### src/rtl/bsel_pkg.sv
package bsel_pkg;

    parameter int unsigned BSEL_ROW_W = 12;
    parameter int unsigned BSEL_TAG_W = 6;

    typedef enum logic {
        POL_ROW_FIRST = 1'b0,
        POL_IN_ORDER  = 1'b1
    } policy_e;

    typedef struct packed {
        logic [BSEL_ROW_W-1:0] row;
        logic                  is_wr;
        logic [BSEL_TAG_W-1:0] tag;
    } bsel_req_t;

    function automatic int unsigned cnt_width(input int unsigned depth);
        return $clog2(depth + 1);
    endfunction

    function automatic int unsigned idx_width(input int unsigned depth);
        return (depth > 1) ? $clog2(depth) : 1;
    endfunction

endpackage

### src/rtl/bsel_bank_queue.sv
module bsel_bank_queue
    import bsel_pkg::*;
#(
    parameter int unsigned DEPTH  = 4,
    parameter policy_e     POLICY = POL_ROW_FIRST
) (
    input  logic                           clk,
    input  logic                           rst,
    input  logic                           push_i,
    input  bsel_req_t                      push_req_i,
    input  logic                           rm_i,
    input  logic [BSEL_TAG_W-1:0]          rm_tag_i,
    output bsel_req_t                      ent_o [DEPTH],
    output logic [cnt_width(DEPTH)-1:0]    cnt_o,
    output logic                           full_o
);
    localparam int unsigned CNT_W = cnt_width(DEPTH);
    localparam int unsigned IDX_W = idx_width(DEPTH);

    bsel_req_t         ent_q [DEPTH];
    bsel_req_t         ent_n [DEPTH];
    logic [CNT_W-1:0]  cnt_q;
    logic [CNT_W-1:0]  cnt_n;
    logic              rm_hit;
    logic [IDX_W-1:0]  rm_idx;
    logic              push_ok;

    assign full_o  = (cnt_q == CNT_W'(DEPTH));
    assign push_ok = push_i && !full_o;
    assign cnt_o   = cnt_q;
    assign ent_o   = ent_q;

    // Locate the entry a removal deletes.
    generate
        if (POLICY == POL_IN_ORDER) begin : g_rm_head
            always_comb begin
                rm_hit = rm_i && (cnt_q != '0);
                rm_idx = '0;
            end
        end else begin : g_rm_tag
            always_comb begin
                rm_hit = 1'b0;
                rm_idx = '0;
                for (int i = DEPTH - 1; i >= 0; i--) begin
                    if (rm_i && (CNT_W'(i) < cnt_q) && (ent_q[i].tag == rm_tag_i)) begin
                        rm_hit = 1'b1;
                        rm_idx = IDX_W'(i);
                    end
                end
            end
        end
    endgenerate

    // Compact over the removed slot first, then append at the new tail.
    always_comb begin
        ent_n = ent_q;
        cnt_n = cnt_q;
        if (rm_hit) begin
            for (int i = 0; i < DEPTH - 1; i++) begin
                if (IDX_W'(i) >= rm_idx) begin
                    ent_n[i] = ent_q[i+1];
                end
            end
            cnt_n = cnt_q - CNT_W'(1);
        end
        if (push_ok) begin
            for (int i = 0; i < DEPTH; i++) begin
                if (CNT_W'(i) == cnt_n) begin
                    ent_n[i] = push_req_i;
                end
            end
            cnt_n = cnt_n + CNT_W'(1);
        end
    end

    always_ff @(posedge clk) begin
        if (rst) begin
            cnt_q <= '0;
            for (int i = 0; i < DEPTH; i++) begin
                ent_q[i] <= '0;
            end
        end else begin
            cnt_q <= cnt_n;
            ent_q <= ent_n;
        end
    end

endmodule

### src/rtl/bsel_pick.sv
module bsel_pick
    import bsel_pkg::*;
#(
    parameter int unsigned DEPTH  = 4,
    parameter policy_e     POLICY = POL_ROW_FIRST
) (
    input  bsel_req_t                      ent_i [DEPTH],
    input  logic [cnt_width(DEPTH)-1:0]    cnt_i,
    input  logic                           active_i,
    input  logic [BSEL_ROW_W-1:0]          row_i,
    output logic                           sel_valid_o,
    output logic [BSEL_TAG_W-1:0]          sel_tag_o,
    output logic                           more_hit_o,
    output logic                           more_req_o
);
    localparam int unsigned CNT_W = cnt_width(DEPTH);
    localparam int unsigned IDX_W = idx_width(DEPTH);

    logic [DEPTH-1:0] hit;
    logic [IDX_W-1:0] sel_idx;

    always_comb begin
        for (int i = 0; i < DEPTH; i++) begin
            hit[i] = (CNT_W'(i) < cnt_i) && (ent_i[i].row == row_i);
        end
    end

    assign sel_valid_o = (cnt_i != '0);
    assign more_req_o  = (cnt_i > CNT_W'(1));
    assign sel_tag_o   = sel_valid_o ? ent_i[sel_idx].tag : '0;

    generate
        if (POLICY == POL_IN_ORDER) begin : g_in_order
            assign sel_idx = '0;
            if (DEPTH > 1) begin : g_second
                assign more_hit_o = hit[1];
            end else begin : g_single
                assign more_hit_o = 1'b0;
            end
        end else begin : g_row_first
            logic any_hit;
            logic [IDX_W-1:0] first_hit;
            always_comb begin
                any_hit   = 1'b0;
                first_hit = '0;
                for (int i = DEPTH - 1; i >= 0; i--) begin
                    if (hit[i]) begin
                        any_hit   = 1'b1;
                        first_hit = IDX_W'(i);
                    end
                end
            end
            assign sel_idx    = (active_i && any_hit) ? first_hit : '0;
            assign more_hit_o = ($countones(hit) > 1);
        end
    endgenerate

endmodule

### src/rtl/bsel_top.sv
module bsel_top
    import bsel_pkg::*;
#(
    parameter int unsigned NUM_BANKS = 4,
    parameter int unsigned DEPTH     = 4,
    parameter policy_e     POLICY    = POL_ROW_FIRST,
    localparam int unsigned BANK_W   = (NUM_BANKS > 1) ? $clog2(NUM_BANKS) : 1
) (
    input  logic                  clk,
    input  logic                  rst,
    input  logic                  enq_valid,
    input  logic [BANK_W-1:0]     enq_bank,
    input  logic [BSEL_ROW_W-1:0] enq_row,
    input  logic                  enq_is_wr,
    input  logic [BSEL_TAG_W-1:0] enq_tag,
    output logic                  enq_overflow,
    input  logic                  rm_valid,
    input  logic [BANK_W-1:0]     rm_bank,
    input  logic [BSEL_TAG_W-1:0] rm_tag,
    input  logic [BANK_W-1:0]     qry_bank,
    input  logic                  qry_active,
    input  logic [BSEL_ROW_W-1:0] qry_row,
    output logic                  sel_valid,
    output logic [BSEL_TAG_W-1:0] sel_tag,
    output logic                  more_hit,
    output logic                  more_req
);
    localparam int unsigned CNT_W = cnt_width(DEPTH);

    bsel_req_t        new_req;
    bsel_req_t        bank_ent [NUM_BANKS][DEPTH];
    logic [CNT_W-1:0] bank_cnt [NUM_BANKS];
    logic [NUM_BANKS-1:0] bank_full;
    bsel_req_t        q_ent [DEPTH];
    logic [CNT_W-1:0] q_cnt;

    assign new_req = '{row: enq_row, is_wr: enq_is_wr, tag: enq_tag};

    generate
        for (genvar b = 0; b < NUM_BANKS; b++) begin : g_bank
            bsel_bank_queue #(
                .DEPTH  (DEPTH),
                .POLICY (POLICY)
            ) u_queue (
                .clk        (clk),
                .rst        (rst),
                .push_i     (enq_valid && (enq_bank == BANK_W'(b))),
                .push_req_i (new_req),
                .rm_i       (rm_valid && (rm_bank == BANK_W'(b))),
                .rm_tag_i   (rm_tag),
                .ent_o      (bank_ent[b]),
                .cnt_o      (bank_cnt[b]),
                .full_o     (bank_full[b])
            );
        end
    endgenerate

    assign enq_overflow = enq_valid && bank_full[enq_bank];

    always_comb begin
        q_ent = bank_ent[qry_bank];
        q_cnt = bank_cnt[qry_bank];
    end

    bsel_pick #(
        .DEPTH  (DEPTH),
        .POLICY (POLICY)
    ) u_pick (
        .ent_i       (q_ent),
        .cnt_i       (q_cnt),
        .active_i    (qry_active),
        .row_i       (qry_row),
        .sel_valid_o (sel_valid),
        .sel_tag_o   (sel_tag),
        .more_hit_o  (more_hit),
        .more_req_o  (more_req)
    );

endmodule

### config.mk
export PLATFORM = sky130hd
export DESIGN_NAME = bsel_top
export DESIGN_NICKNAME = d
export VERILOG_FILES = /design/src/rtl/bsel_pkg.sv /design/src/rtl/bsel_bank_queue.sv /design/src/rtl/bsel_pick.sv /design/src/rtl/bsel_top.sv
export SDC_FILE = /design/constraint.sdc
export NUM_CORES = 1
export LEC_CHECK = 0
export CAP_MARGIN = 20
export CORE_MARGIN = 2
export CORE_UTILIZATION = 45
export DETAILED_ROUTE_END_ITERATION = 12
export PLACE_DENSITY_LB_ADDON = 0.08
export SLEW_MARGIN = 30
export SYNTH_ARGS = -nofsm -noshare
export SYNTH_HDL_FRONTEND = slang
export SYNTH_SLANG_ARGS = --single-unit
### constraint.sdc
create_clock -name clk -period 8.7 [get_ports clk]
set_clock_uncertainty 0.1 [all_clocks]
set_input_delay 2.175 -clock clk [delete_from_list [all_inputs] [get_ports clk]]
set_output_delay 2.175 -clock clk [all_outputs]
set_load 0.05 [all_outputs]
# Word level (Yosys, flattened, before mapping)
# Cells that the tools add are included.
# classes
order_cmp	37
n_bitwise	2
reduce_logical	65
muxes	97
n_eq_ne	42
n_addsub	11
# op_table
operator	count
2-to-1 mux 19 bit	28
2-to-1 mux 76 bit	6
2-to-1 mux 57 bit	4
binary-select mux 76 bit (select 2 bit)	1
== test 6 bit	16
logical AND 1 bit	50
== test 12 bit	4
2-to-1 mux 2 bit	21
binary-select mux 19 bit (select 2 bit)	1
adder 32 bit	1
> comparator 32 x 2 -> 1 bit (second input constant)	1
< comparator 1 x 3 -> 1 bit (first input constant)	10
< comparator 2 x 3 -> 1 bit (first input constant)	10
2-to-1 mux 3 bit	10
== test 2 x 3 -> 1 bit (first input constant)	8
2-to-1 mux 1 bit	21
2-to-1 mux 6 bit	3
>= comparator 1 x 2 -> 1 bit (first input constant)	8
adder 3 x 1 -> 3 bit (second input constant)	4
== test 1 x 3 -> 1 bit (first input constant)	4
== test 3 bit (second input constant)	4
logical NOT 3 bit	4
subtractor 3 x 1 -> 3 bit (second input constant)	4
== test 2 bit (second input constant)	4
13 further kinds	27
# totals
reg_bits	316
wordCells	306
in_bits	48

# Logic depth before layout (Yosys ltp)
# depth
ltp_word	17
ltp_mapped	17

# Cells and area by module
# From an unflattened synthesis, not the netlist that was laid out.
# hier_totals
cells_unflattened	2150
area_unflattened_um2	20284.5
# by_module_without_submodules
mod	n_inst	area_per_inst_um2	cells_each
bsel_bank_queue	4	4357.9	481
bsel_top	1	1981.9	109
bsel_pick	1	870.8	117

# Worst setup path after synthesis
# Ideal clock, no wire load.
# synth_timing
kind	in2out
start	input qry_bank[1]
end	output sel_tag[1]
path_slack_ps	387
n_path_buf	6
arrival_ps	6038
cell_stages	16
cell_sequence	clkbuf_1 > buf_2 > buf_2 > buf_2 > buf_2 > mux4_2 > xor2_1 > nor4_1 > nand2_1 > ha_1 > nor2b_1 > o221a_1 > buf_6 > or4b_4 > nand2b_1 > o211ai_1
# synth_via
elab_chain_cells	17
word_cells_on_any_way	35
# synth_lines
item	line_no	text
from (decl)	bsel_top.sv:20	input logic [BANK_W-1:0] qry_bank,
NOT 2 -> 3 bit (implied by the code) (*)	bsel_top.sv:61, bsel_top.sv:62	
binary-select mux 3 bit (select 2 bit) or binary-select mux 76 bit (select 2 bit) (tied branches)	bsel_top.sv:62, bsel_top.sv:61	
2-to-1 mux 3 bit (implied by the code) or 2-to-1 mux 76 bit (tied branches) (2 in series)	bsel_top.sv:62, bsel_top.sv:61	
< comparator 2 x 3 -> 1 bit or == test 12 bit (tied branches)	bsel_pick.sv:24	hit[i] = (CNT_W'(i) < cnt_i) && (ent_i[i].row == row_i);
logical AND 1 bit	bsel_pick.sv:24	
2-to-1 mux 1 bit (4 in series)	bsel_pick.sv:47	if (hit[i]) begin
logical AND 1 bit	bsel_pick.sv:53	assign sel_idx = (active_i && any_hit) ? first_hit : '0;
2-to-1 mux 2 bit	bsel_pick.sv:53	
NOT 2 -> 3 bit (implied by the code)	bsel_pick.sv:30	assign sel_tag_o = sel_valid_o ? ent_i[sel_idx].tag : '0;
binary-select mux 19 bit (select 2 bit)	bsel_pick.sv:30	
2-to-1 mux 6 bit (implied by the code) (2 in series)	bsel_pick.sv:30	
2-to-1 mux 6 bit (*)	bsel_pick.sv:30	
to (decl)	bsel_top.sv:24	output logic [BSEL_TAG_W-1:0] sel_tag,
# Mark *: on every way between the ends. The rest lies on a longest branch, timed or not. The select of a mux whose other input is x is not followed.

# Worst setup path after layout
# layout_timing
start	input qry_bank[0]
end	output sel_tag[4]
# The elaborated chain is that of the path after synthesis.

==> reports/qor.txt <==
status: complete, no violations
Placer Congestion: 0.878
Seq pwr share: 43.6%
cell with the most instances after synthesis: dfxtp_1
Worst Path Buf+Inv: 3
final setup vio count: 0
WHS Path Cells: 2
Detail Placement HPWL: 40000 um
startpoint types: input pin
Synth area leaders: dfxtp_1, mux2i_1, mux4_2, a21oi_1, xnor2_1
DR DRC count: 0
most instantiated cells after synthesis: dfxtp_1, mux2i_1, a21oi_1
Layout Utilization: 51.4%
TritonRoute pass-1 iters: 5
Most used DFF post-synth: dfxtp_1
leading area contributor after synthesis: dfxtp_1
worst vdd ir: 0.111 mV
full die area: 0.0397 mm2
FFs w/ async S/R, synth: 0%
Yosys top cell area share: 35.0%
internal power: 0.00243 W
Clock Latency Late Sink: 520 ps
CP peak stage delay: 630 ps
unrepaired setup endpoints after global routing: no
First DRT Iteration DRCs: 1267
ANT cells: 0
Synth Warn #: 0
first-pass GRT wire length: 89000 um
arrival time of the worst setup path: 6140 ps
synthesized cell area: 0.0172 mm2
clock share of power: 46.4%
Vias: 14444
sequential-to-total area share from yosys stat: 35.0%
vias in the first global route: 13454
CTS tree: yes
combinational group share of total power: 10.0%
Slew Limit Fails: 0
Largest delay share family, worst path: simple AND/OR/NAND/NOR gates
cell mode on critical path: buf_12
Fillers: 3459
initial antenna violation count: 0
Worst Tran Pin Value: 989 ps
Cell variety after synth: 53
core box area: 0.0376 mm2
CTS Sinks: 300
Die W: 199 um
die height: 199 um
CP Depth: 12
CTS-repair resized insts: 0
placed insts: 2310
post-synthesis cell count: 1859
Inserted Clock Buffers: 36
Layout Cells excl Fill: 2374
Setup crit end kind: primary output
layout cells sized above 1: 10.6%
CP max stage cell: or4_1
Net Sw Power: 0.000837 W
Yosys reg bits: 300
Longest Clk Path Bufs: 3
Final ANT Viol Nets: 0
setup TNS: 0 ps
Post-Syn Nets: 1945
drt wl/cell: 25.5 um
pwr dens: 169 mW/mm2
final count of hold timing violations: 0
Max-Slew Margin vs Limit: 33.8%
P&R area growth vs syn: 12.7%
crit path max fanout: 20
Vias/cell: 6.08
Hold Crit Class: reg2reg
P_leak: 7.10 nW
Clock Tree Root: clkbuf_16
final WL: 60600 um
number of hold buffers added after cts: 0
post-CTS setup buffers: 0
highest achievable clock rate: 119 MHz
gr usage total: 30.6%
NumNets Final: 1924
Critical Path RT: 6430 ps
Mean Syn Cell Area: 9.23 um2
number of top-level pins: 58
Starting Density: 45.7%
cells along the critical path: buf_4 > buf_12 > mux4_2 > xnor2_1 > nand4_1 > or4_1 > ha_1 > a2111oi_0 > or4b_4 > nand2b_1 > o211ai_1 > buf_12
Sw Share: 25.6%
CTS clk-pin slew, worst paths: 50 ps
Rows: 71
largest net degree at the start of global routing: 98
grt ovf: 0
EDFF count, synth: 0
CP Class: in2out
number of max-cap violations: 0
# port buffers: 56
worst reg-to-reg path cell count: 12
fin crit share: 96.7%
H-tree levels: 2
final worst path period need: 8410 ps
## per-stage QoR
stage	setup slack (ps)	area (um2)	hold WS [ps]	power, W
after CTS	283	19300	368	0.00328
after global placement	428	18100	357	0.00177
after global routing	111	19300	388	0.00337
final	285	19300	366	0.00327
after detailed placement	309	18100	360	0.00177
after floorplan	387	17200	345	0.00166
## final timing paths
path                               start                          end  slack [ps]
max reg2reg  g_bank[2].u_queue.ent_o[58]  g_bank[2].u_queue.ent_o[21]        4570
min reg2reg  g_bank[3].u_queue.ent_o[17]  g_bank[3].u_queue.ent_o[17]         370
max                          qry_bank[0]                   sel_tag[4]         290
min          g_bank[3].u_queue.ent_o[17]  g_bank[3].u_queue.ent_o[17]         370
## per-layer routing
layer | vias to the layer above | track usage [%] | share of wire (%)
met5 | - | 0 | 0
met4 | 0 | 8.68 | 2.8
met3 | 92 | 6.82 | 9.2
met2 | 623 | 45.6 | 43
met1 | 7030 | 44.2 | 45
li1 | 6699 | - | -
## cell usage in the layout, fill, tap and decap left out, types with 45 or more instances in the layout
cell type        instances
a211oi_1                79
a21oi_1                226
mux2i_1                234
clkdlybuf4s50_1         45
mux4_2                  61
dfxtp_1                300
xor2_1                  65
buf_4                   49
o21ai_0                144
nor2_1                  78
nand2_1                176
xnor2_1                 86
## flip-flops by register name, summed over array words and instances (netlist names)
name / count
g_bank.u_queue.cnt_o: 12
g_bank.u_queue.ent_o: 288
## area by class of cell
cell class | count | area, um2 | share of cell area [%]
Clock buffer | 50 | 1060 | 5.51
Clock inverter | 13 | 118 | 0.608
Inverter | 28 | 106 | 0.550
Multi-Input combinational cell | 1367 | 10400 | 53.6
Sequential cell | 300 | 6010 | 31.1
Tap cell | 511 | 639 | 3.31
Timing Repair Buffer | 105 | 1030 | 5.33
## cell families (layout without fill, tap and decap cells)
group                      Yosys count  in the layout  share of synthesized area (%)
adders and majority gates           38             38                           2.82
buffers and inverters              192            196                           4.74
AOI/OAI and AO/OA                  483            483                           15.8
and+or+nand+nor                    386            386                           10.2
xor gates and xnor gates           153            153                           7.90
muxes                              307            307                           23.5
DFF                                300            300                           35.0
## tightest hold or removal path, delay by kind of cell (launching register included)
family	cells	cell delay (ps)
simple gates	1	50
compound gates	1	50
flops	1	310
## power by group through the flow
stage / clock, W / sequential, W / combinational, W
4_1_cts: 0.00154 / 0.00143 / 0.000320
2_1_floorplan: 0 / 0.00144 / 0.000211
6_report: 0.00152 / 0.00143 / 0.000326
3_5_place_dp: 0 / 0.00146 / 0.000318
5_1_grt: 0.00159 / 0.00143 / 0.000348
3_3_place_gp: 0 / 0.00146 / 0.000315
Note: power is estimated with default switching activity, not from simulation.
